[src/rtl/sram_pkg.sv]
package sram_pkg;

  typedef enum logic [1:0] {
    MD_READ  = 2'd0,
    MD_WRITE = 2'd1,
    MD_DESEL = 2'd2,
    MD_SLEEP = 2'd3
  } sram_mode_e;

endpackage

[src/rtl/sram_rst_sync.sv]
module sram_rst_sync #(
  parameter int STAGES = 2
) (
  input  logic clk,
  input  logic rst_n,
  output logic rst_ok
);

  logic [STAGES-1:0] sync_q;
  logic [STAGES-1:0] sync_d;

  always_comb begin
    sync_d = {sync_q[STAGES-2:0], 1'b1};
  end

  always_ff @(posedge clk or negedge rst_n) begin
    if (!rst_n) begin
      sync_q <= '0;
    end else begin
      sync_q <= sync_d;
    end
  end

  assign rst_ok = sync_q[STAGES-1];

endmodule

[src/rtl/sram_mode_dec.sv]
module sram_mode_dec
  import sram_pkg::*;
#(
  parameter bit HAS_SLEEP = 1'b1
) (
  input  logic       cs_n,
  input  logic       we_n,
  input  logic       sl_n,
  output sram_mode_e mode,
  output logic       rd_req,
  output logic       wr_req
);

  logic awake;

  generate
    if (HAS_SLEEP) begin : g_sleep
      assign awake = sl_n;
    end else begin : g_nosleep
      logic unused_sl;
      assign unused_sl = sl_n;
      assign awake     = 1'b1;
    end
  endgenerate

  // Sleep outranks every other control, chip select outranks write enable.
  always_comb begin
    if (!awake) begin
      mode = MD_SLEEP;
    end else if (cs_n) begin
      mode = MD_DESEL;
    end else if (!we_n) begin
      mode = MD_WRITE;
    end else begin
      mode = MD_READ;
    end
  end

  assign rd_req = (mode == MD_READ);
  assign wr_req = (mode == MD_WRITE);

endmodule

[src/rtl/sram_wr_capture.sv]
module sram_wr_capture #(
  parameter int AW      = 8,
  parameter int DW      = 8,
  parameter bit EDGE_WR = 1'b1
) (
  input  logic          clk,
  input  logic          rst_ok,
  input  logic          wr_req,
  input  logic          rd_req,
  input  logic [AW-1:0] addr,
  input  logic [DW-1:0] din,
  output logic          wr_en,
  output logic [AW-1:0] wr_addr,
  output logic [DW-1:0] wr_data
);

  generate
    if (EDGE_WR) begin : g_edge
      logic [AW-1:0] a_q, a_d;
      logic [DW-1:0] d_q, d_d;
      logic          wp_q, wp_d;

      // Address/data registers load only in write mode and hold otherwise.
      always_comb begin
        a_d  = a_q;
        d_d  = d_q;
        wp_d = wr_req;
        if (wr_req) begin
          a_d = addr;
          d_d = din;
        end
      end

      always_ff @(posedge clk or negedge rst_ok) begin
        if (!rst_ok) begin
          a_q  <= '0;
          d_q  <= '0;
          wp_q <= 1'b0;
        end else begin
          a_q  <= a_d;
          d_q  <= d_d;
          wp_q <= wp_d;
        end
      end

      // Commit when write enable has been released with the chip awake and selected.
      assign wr_en   = wp_q && rd_req;
      assign wr_addr = a_q;
      assign wr_data = d_q;
    end else begin : g_level
      logic unused_lvl;
      assign unused_lvl = clk ^ rd_req;
      assign wr_en      = wr_req && rst_ok;
      assign wr_addr    = addr;
      assign wr_data    = din;
    end
  endgenerate

endmodule

[src/rtl/sram_array.sv]
module sram_array #(
  parameter int AW = 8,
  parameter int DW = 8
) (
  input  logic          clk,
  input  logic          rst_ok,
  input  logic          wr_en,
  input  logic [AW-1:0] wr_addr,
  input  logic [DW-1:0] wr_data,
  input  logic          rd_en,
  input  logic [AW-1:0] rd_addr,
  output logic [DW-1:0] rd_q
);

  localparam int DEPTH = 1 << AW;

  logic [DW-1:0] mem [DEPTH];
  logic [DW-1:0] rd_d;

  always_ff @(posedge clk) begin
    if (wr_en) begin
      mem[wr_addr] <= wr_data;
    end
  end

  // Read register loads only on read cycles; a same-edge commit is forwarded.
  always_comb begin
    rd_d = rd_q;
    if (rd_en) begin
      if (wr_en && (wr_addr == rd_addr)) begin
        rd_d = wr_data;
      end else begin
        rd_d = mem[rd_addr];
      end
    end
  end

  always_ff @(posedge clk or negedge rst_ok) begin
    if (!rst_ok) begin
      rd_q <= '0;
    end else begin
      rd_q <= rd_d;
    end
  end

endmodule

[src/rtl/sram_sleep_core.sv]
module sram_sleep_core
  import sram_pkg::*;
#(
  parameter int ADDR_W    = 19,
  parameter int DATA_W    = 8,
  parameter int MEM_AW    = 8,
  parameter bit HAS_SLEEP = 1'b1,
  parameter bit EDGE_WR   = 1'b1
) (
  input  logic              clk,
  input  logic              rst_n,
  input  logic              cs_n,
  input  logic              we_n,
  input  logic              oe_n,
  input  logic              sl_n,
  input  logic [ADDR_W-1:0] addr,
  input  logic [DATA_W-1:0] dq_in,
  output logic [DATA_W-1:0] dq_out,
  output logic              dq_oe
);

  localparam int HI_W = ADDR_W - MEM_AW;

  sram_mode_e        mode;
  logic              rd_req;
  logic              wr_req;
  logic              rst_ok;
  logic              wr_en;
  logic [MEM_AW-1:0] wr_addr;
  logic [DATA_W-1:0] wr_data;
  logic [DATA_W-1:0] rd_q;
  logic [MEM_AW-1:0] a_lo;
  logic              rd_en;

  assign a_lo = addr[MEM_AW-1:0];

  generate
    if (HI_W > 0) begin : g_alias
      logic unused_hi;
      assign unused_hi = ^addr[ADDR_W-1:MEM_AW];
    end
  endgenerate

  sram_rst_sync #(.STAGES(2)) u_rst (
    .clk    (clk),
    .rst_n  (rst_n),
    .rst_ok (rst_ok)
  );

  sram_mode_dec #(.HAS_SLEEP(HAS_SLEEP)) u_dec (
    .cs_n   (cs_n),
    .we_n   (we_n),
    .sl_n   (sl_n),
    .mode   (mode),
    .rd_req (rd_req),
    .wr_req (wr_req)
  );

  sram_wr_capture #(.AW(MEM_AW), .DW(DATA_W), .EDGE_WR(EDGE_WR)) u_cap (
    .clk     (clk),
    .rst_ok  (rst_ok),
    .wr_req  (wr_req),
    .rd_req  (rd_req),
    .addr    (a_lo),
    .din     (dq_in),
    .wr_en   (wr_en),
    .wr_addr (wr_addr),
    .wr_data (wr_data)
  );

  assign rd_en = rd_req && rst_ok;

  sram_array #(.AW(MEM_AW), .DW(DATA_W)) u_mem (
    .clk     (clk),
    .rst_ok  (rst_ok),
    .wr_en   (wr_en),
    .wr_addr (wr_addr),
    .wr_data (wr_data),
    .rd_en   (rd_en),
    .rd_addr (a_lo),
    .rd_q    (rd_q)
  );

  logic unused_mode;
  assign unused_mode = ^mode;

  assign dq_oe  = rd_req && !oe_n && rst_ok;
  assign dq_out = dq_oe ? rd_q : '0;

endmodule

[config.mk]
export PLATFORM = sky130hd
export DESIGN_NAME = sram_sleep_core
export DESIGN_NICKNAME = d
export VERILOG_FILES = /design/src/rtl/sram_pkg.sv /design/src/rtl/sram_rst_sync.sv /design/src/rtl/sram_mode_dec.sv /design/src/rtl/sram_wr_capture.sv /design/src/rtl/sram_array.sv /design/src/rtl/sram_sleep_core.sv
export SDC_FILE = /design/constraint.sdc
export NUM_CORES = 2
export LEC_CHECK = 0
export BUFFER_PORTS_ARGS = -buffer_cell sky130_fd_sc_hd__buf_2
export CORE_MARGIN = 5
export CORE_UTILIZATION = 45
export DETAILED_ROUTE_END_ITERATION = 10
export PLACE_DENSITY = 0.68
export SYNTH_ARGS = -nofsm -noshare
export SYNTH_HDL_FRONTEND = slang
export SYNTH_SLANG_ARGS = --single-unit
export TNS_END_PERCENT = 100
[constraint.sdc]
create_clock -name clk -period 1.5 [get_ports clk]
set_input_delay 0 -clock clk [delete_from_list [all_inputs] [get_ports clk]]
set_output_delay 0 -clock clk [all_outputs]
set_load 0.03 [all_outputs]
; ---- Word-level counts from Yosys, hierarchy flattened
; Memory sizes are Yosys's and may differ from the RTL's. A register that Yosys moved wholly into a read port is not among the register bits.
; Index checks and enable logic that the tools add are counted.
[word_totals]
register_bits = 19
mem_bits_rw = 2048
input_bits = 33
output_inout_bits = 9
wordCells = 19
memories = 1
[memory_table]
columns = memory, depth, width, read_ports, rd_ports_with_merged_regs, write_ports, line_no
row1 = u_mem.mem, 256, 8, 1, 1, 1, sram_array.sv:17  ; logic [DW-1:0] mem [DEPTH];
[classes]
n_eq_ne = 1
muxes = 6
n_reduce_logical = 7
[ops]
columns = op, n
row1 = $mux 8, 1
row2 = $logic_and 1x1->1, 4
row3 = $mux 2, 2
row4 = $mux 1, 3
row5 = $eq 2x1->1 const B, 1
row6 = $logic_not 1->1, 2
row7 = $logic_not 2->1, 1

; ---- Depth between registers and ports, before layout
[depth]
ltp_word = 7
depth_mapped = 12
mapped_depth_nobuf = 7

; ---- Modules after synthesis
; Synthesis repeated with hierarchy kept, for this count alone.
[hier_totals]
cells_unflattened = 3686
area_unflattened_um2 = 80719.9
[by_module_without_submodules]
columns = mod, instances, cells_per_inst, area_per_inst_um2, seq_area_each_um2
row1 = sram_array, 1, 3633, 79855.3, 61699.2
row2 = sram_wr_capture, 1, 36, 680.7, 425.4
row3 = sram_sleep_core, 1, 10, 97.6, 0.0
row4 = sram_rst_sync, 1, 3, 53.8, 50.0
row5 = sram_mode_dec, 1, 4, 32.5, 0.0

; ---- Least setup slack after synthesis
; Ideal clock, no wire load.
[synth_path]
kind = register -> register
startpoint = register u_cap.g_edge.d_q[0], in the netlist u_cap.wr_data[0]
endpoint = memory u_mem.mem[0][0], data pin
setup_time_ps = 806
arrival_ps = 3195
required_ps = 694
setup_slack_ps = -2501
stages_incl_launch_ff = 1
n_path_buf = 0
period_less_slack_ps = 4001
path_cell_list = dfrtp_1
[synth_lines]
columns = item, line_no
row1 = "start, declared", sram_wr_capture.sv:20  ; logic [DW-1:0] d_q, d_d;
row2 = "start signal, assigned", sram_wr_capture.sv:37  ; d_q <= '0;
row3 = "start signal, assigned", sram_wr_capture.sv:41  ; d_q <= d_d;
row4 = "end, declared", sram_array.sv:17
; Straight into the memory's write port.

==> out/results.tsv <==
stage	metric	value	unit
final_layout	fin util	56.27	%
clock_network	CTS clk-pin slew, worst paths	0.06	ns
critical_path	crit end category	flop	
critical_path	Req. time, crit path	2.20	ns
timing	unrepaired setup endpoints after global routing	yes	
logic_synthesis	Synth async-reset ratio	1.301	%
clock_network	clk sinks	2075	
power_and_ir_drop	Leakage Power	32.83	nW
die	core outline area	178600	um^2
die	Rows	155	
power_and_ir_drop	power density over cell area	1266	nW/um^2
routing	post-route antenna net violation count	0	
global_routing	grt total ovfl	0	
timing	max frequency	0.4237	GHz
logic_synthesis	sequential area share after synthesis	76.85	%
logic_synthesis	Synth Area in Compound Gates	1.772	%
critical_path	WP data arrival	3.06	ns
critical_path	CP Cell Sequence	mux4_2, mux4_2, o211ai_1, nor3_2, o211ai_1, o21ai_1	
flow_run	max cap viols	0	
timing	endpoints failing hold	0	
critical_path	Crit path largest cell delay	0.54	ns
global_routing	largest net degree at the start of global routing	129	
logic_synthesis	synthesized area	80900	um^2
timing	Max-slew headroom	31.87	%
logic_synthesis	YS warnings	0	
die	IO Pins	42	
timing	final period utilization	157.4	%
timing	worst slew pin tran	1.020	ns
routing	drt via density	5.912	
power_and_ir_drop	Peak VDD IR	1044	uV
place	cell total after placement	6714	
logic_synthesis	Synth Area in Simple Gates	3.254	%
logic_synthesis	multiplexer area fraction after synthesis	16.33	%
timing	hold_ws	0.06484	ns
timing	Slew Viols, Final	0	
final_layout	most frequent cells in the layout	edfxtp_1 (2048), mux4_2 (530), buf_4 (438)	
place	routability cong.	0.8871	
logic_synthesis	top_reg_cell synth	edfxtp_1	
logic_synthesis	Yosys cell types	60	
critical_path	Crit Path Class	flop to flop	
routing	Detailed Route WL	206600	um
timing	Final Setup Violations	2065	
run_status	outcome	complete, but fails checks	
clock_network	CTS Buf Count	197	
timing	clock skew	0.03963	ns
run_status	failing checks	negative setup slack	
routing	via count	42290	
worst_hold_path	Hold Path Class	input pin to flop	
clock_network	clk root buf	clkbuf_16	
logic_synthesis	largest family of logic cells by synthesized area	multiplexers	
logic_synthesis	Seq cells post-synth	2075	
final_layout	share of layout cells above drive strength 1	40.86	%
final_layout	synthesis-to-layout area growth	24.24	%
global_routing	vias in the first global route	42760	
critical_path	R2R setup slack	-0.86	ns
place	final HPWL from detailed placement	128800	um
final_layout	nets	4667	
logic_synthesis	synthesized instance count	3781	
critical_path	Critical Path Fanout Max	1	
logic_synthesis	post-synthesis adder-cell area fraction	0	%
die	height of the die	434.0	um
clock_network	TritonCTS clock tree	yes	
die	width of the die	434.0	um
critical_path	Worst Setup Start Kind	flop	
final_layout	Finished Cell Area	100500	um^2
routing	Post-route DRC	0	
die	initial core utilization	45.29	%
clock_network	Clock Latency Late Sink	0.83	ns
global_routing	overall global routing resource usage	21.89	%
timing	min Tclk post-route	2.360	ns
place	PortBufs	30	
routing	Wirelength per Cell	28.88	um
clock_network	htree depth	4	
final_layout	most common cell after layout, fill and taps aside	edfxtp_1	
final_layout	Cell Count, Final, Fillers Out	7154	
logic_synthesis	post-synth net total	3814	
power_and_ir_drop	Tot Pwr	0.1273	W
global_routing	antenna violations before repair	3	
critical_path	Slowest-stage cell, CP	mux4_2	
logic_synthesis	Syn Area/Cell	21.40	um^2
clock_network	maximum root-to-sink buffer count	3	
timing	final setup margin	-0.8604	ns
routing	Detailed Routing Iterations Pass 1	6	
routing	drt initial violations	5196	
logic_synthesis	EDFF count, synth	2048	
logic_synthesis	xor/xnor share of the synthesized area	0.08661	%
place	Post-DP Area	90080	um^2
global_routing	first-pass GRT wire length	299300	um
die	die area	188400	um^2
==> worst max-delay path: cells and delay by family, from the launching register on <==
family / cells / cell delay [ns]
AOI/OAI and AO/OA: 3 / 0.66
DFF: 1 / 0.38
muxes: 2 / 1.06
and+or+nand+nor: 1 / 0.14
==> what timing repair did <==
| action | CTS | global route |
|---|---|---|
| resized for setup | 544 | 268 |
| endpoints found under the hold margin | 21 | 0 |
| gates cloned | 12 | 3 |
| pin swaps | 119 | 62 |
| setup endpoints to repair | 2065 | 2081 |
| buffers inserted | 23 | 19 |
| hold buffers | 28 | 0 |
==> report_power, final <==
part / total [W] / internal (W) / switching, W
logic: 0.0109 / 0.00393 / 0.00699
clock network: 0.0494 / 0.0281 / 0.0213
registers: 0.0669 / 0.0664 / 0.000492
==> cells by family (layout without fill, tap and decap cells) <==
| kind of cell | Yosys count | after routing |
|---|---|---|
| XOR/XNOR | 8 | 8 |
| other | 1 | 3 |
| AO/OA/AOI/OAI | 198 | 198 |
| flip-flops | 2075 | 2075 |
| AND/OR/NAND/NOR | 625 | 625 |
| multiplexers | 646 | 646 |
| buffers and inverters | 228 | 1244 |
==> sequential cells by signal, summed over array words and instances (netlist names) <==
| name | cells |
|---|---|
| u_cap.g_edge.wp_q | 1 |
| u_cap.wr_addr | 8 |
| u_cap.wr_data | 8 |
| u_mem.mem | 2048 |
| u_mem.rd_q | 8 |
| u_rst.sync_q | 2 |
==> cell type report <==
type,count,area (um^2)
fill,12670,78100
sequential,2075,62210
multi-input combinational,1478,19230
timing repair buffer,878,9714
clock buffer,238,5189
tap,2355,2947
clock inverter,124,1207
inverter,4,15.01
antenna,2,5.005
==> layer usage <==
metal	track usage [%]	part of all wire (%)	vias to the layer above
met5	0	0	-
met4	7.488	3.4	0
met3	4.136	8.8	362
met2	35.02	49	2128
met1	30.63	39	22340
li1	-	-	17460
==> through the flow <==
stage / worst slack (ns) / setup TNS, ns
3_5_place_dp: -1.119 / -1255.85
4_1_cts: -0.7953 / -742.81
6_report: -0.8604 / -862.87
2_1_floorplan: -0.5672 / -1329.27
3_3_place_gp: -1.171 / -1202.91
5_1_grt: -0.9048 / -889.02
==> Yosys cell counts, types with 16 or more instances <==
master    number  area, um^2
a21oi_1       28       140.1
clkbuf_1      66       247.7
buf_6         26       292.8
mux2i_1       94       940.9
edfxtp_1    2048       61500
buf_4         39       292.8
buf_2         68       340.3
nand3_1       48       240.2
a32oi_1       25       219.0
dfrtp_1       27       675.7
mux2_2        17       191.4
o21ai_0       16       80.08
nor2_1       277        1040
nand2_1      210       788.3
mux4_2       528       11890
buf_1         17       63.81
a22oi_1       37       277.8
and3_1        22       137.6
==> final timing paths <==
| path | start | endpoint | cells past startpoint |
|---|---|---|---|
| min in group asynchronous | u_rst.sync_q[1] | u_cap.wr_data[1] | 1 |
| max in group asynchronous | rst_n | u_rst.sync_q[1] | 4 |
| min reg2reg | u_rst.sync_q[0] | u_rst.sync_q[1] | 0 |
| max | u_mem.mem[251][1] | u_mem.rd_q[1] | 6 |
| max reg2reg | u_mem.mem[251][1] | u_mem.rd_q[1] | 6 |
| min | we_n | u_cap.g_edge.wp_q | 5 |
No activity file was read; power rests on OpenSTA's default activity.
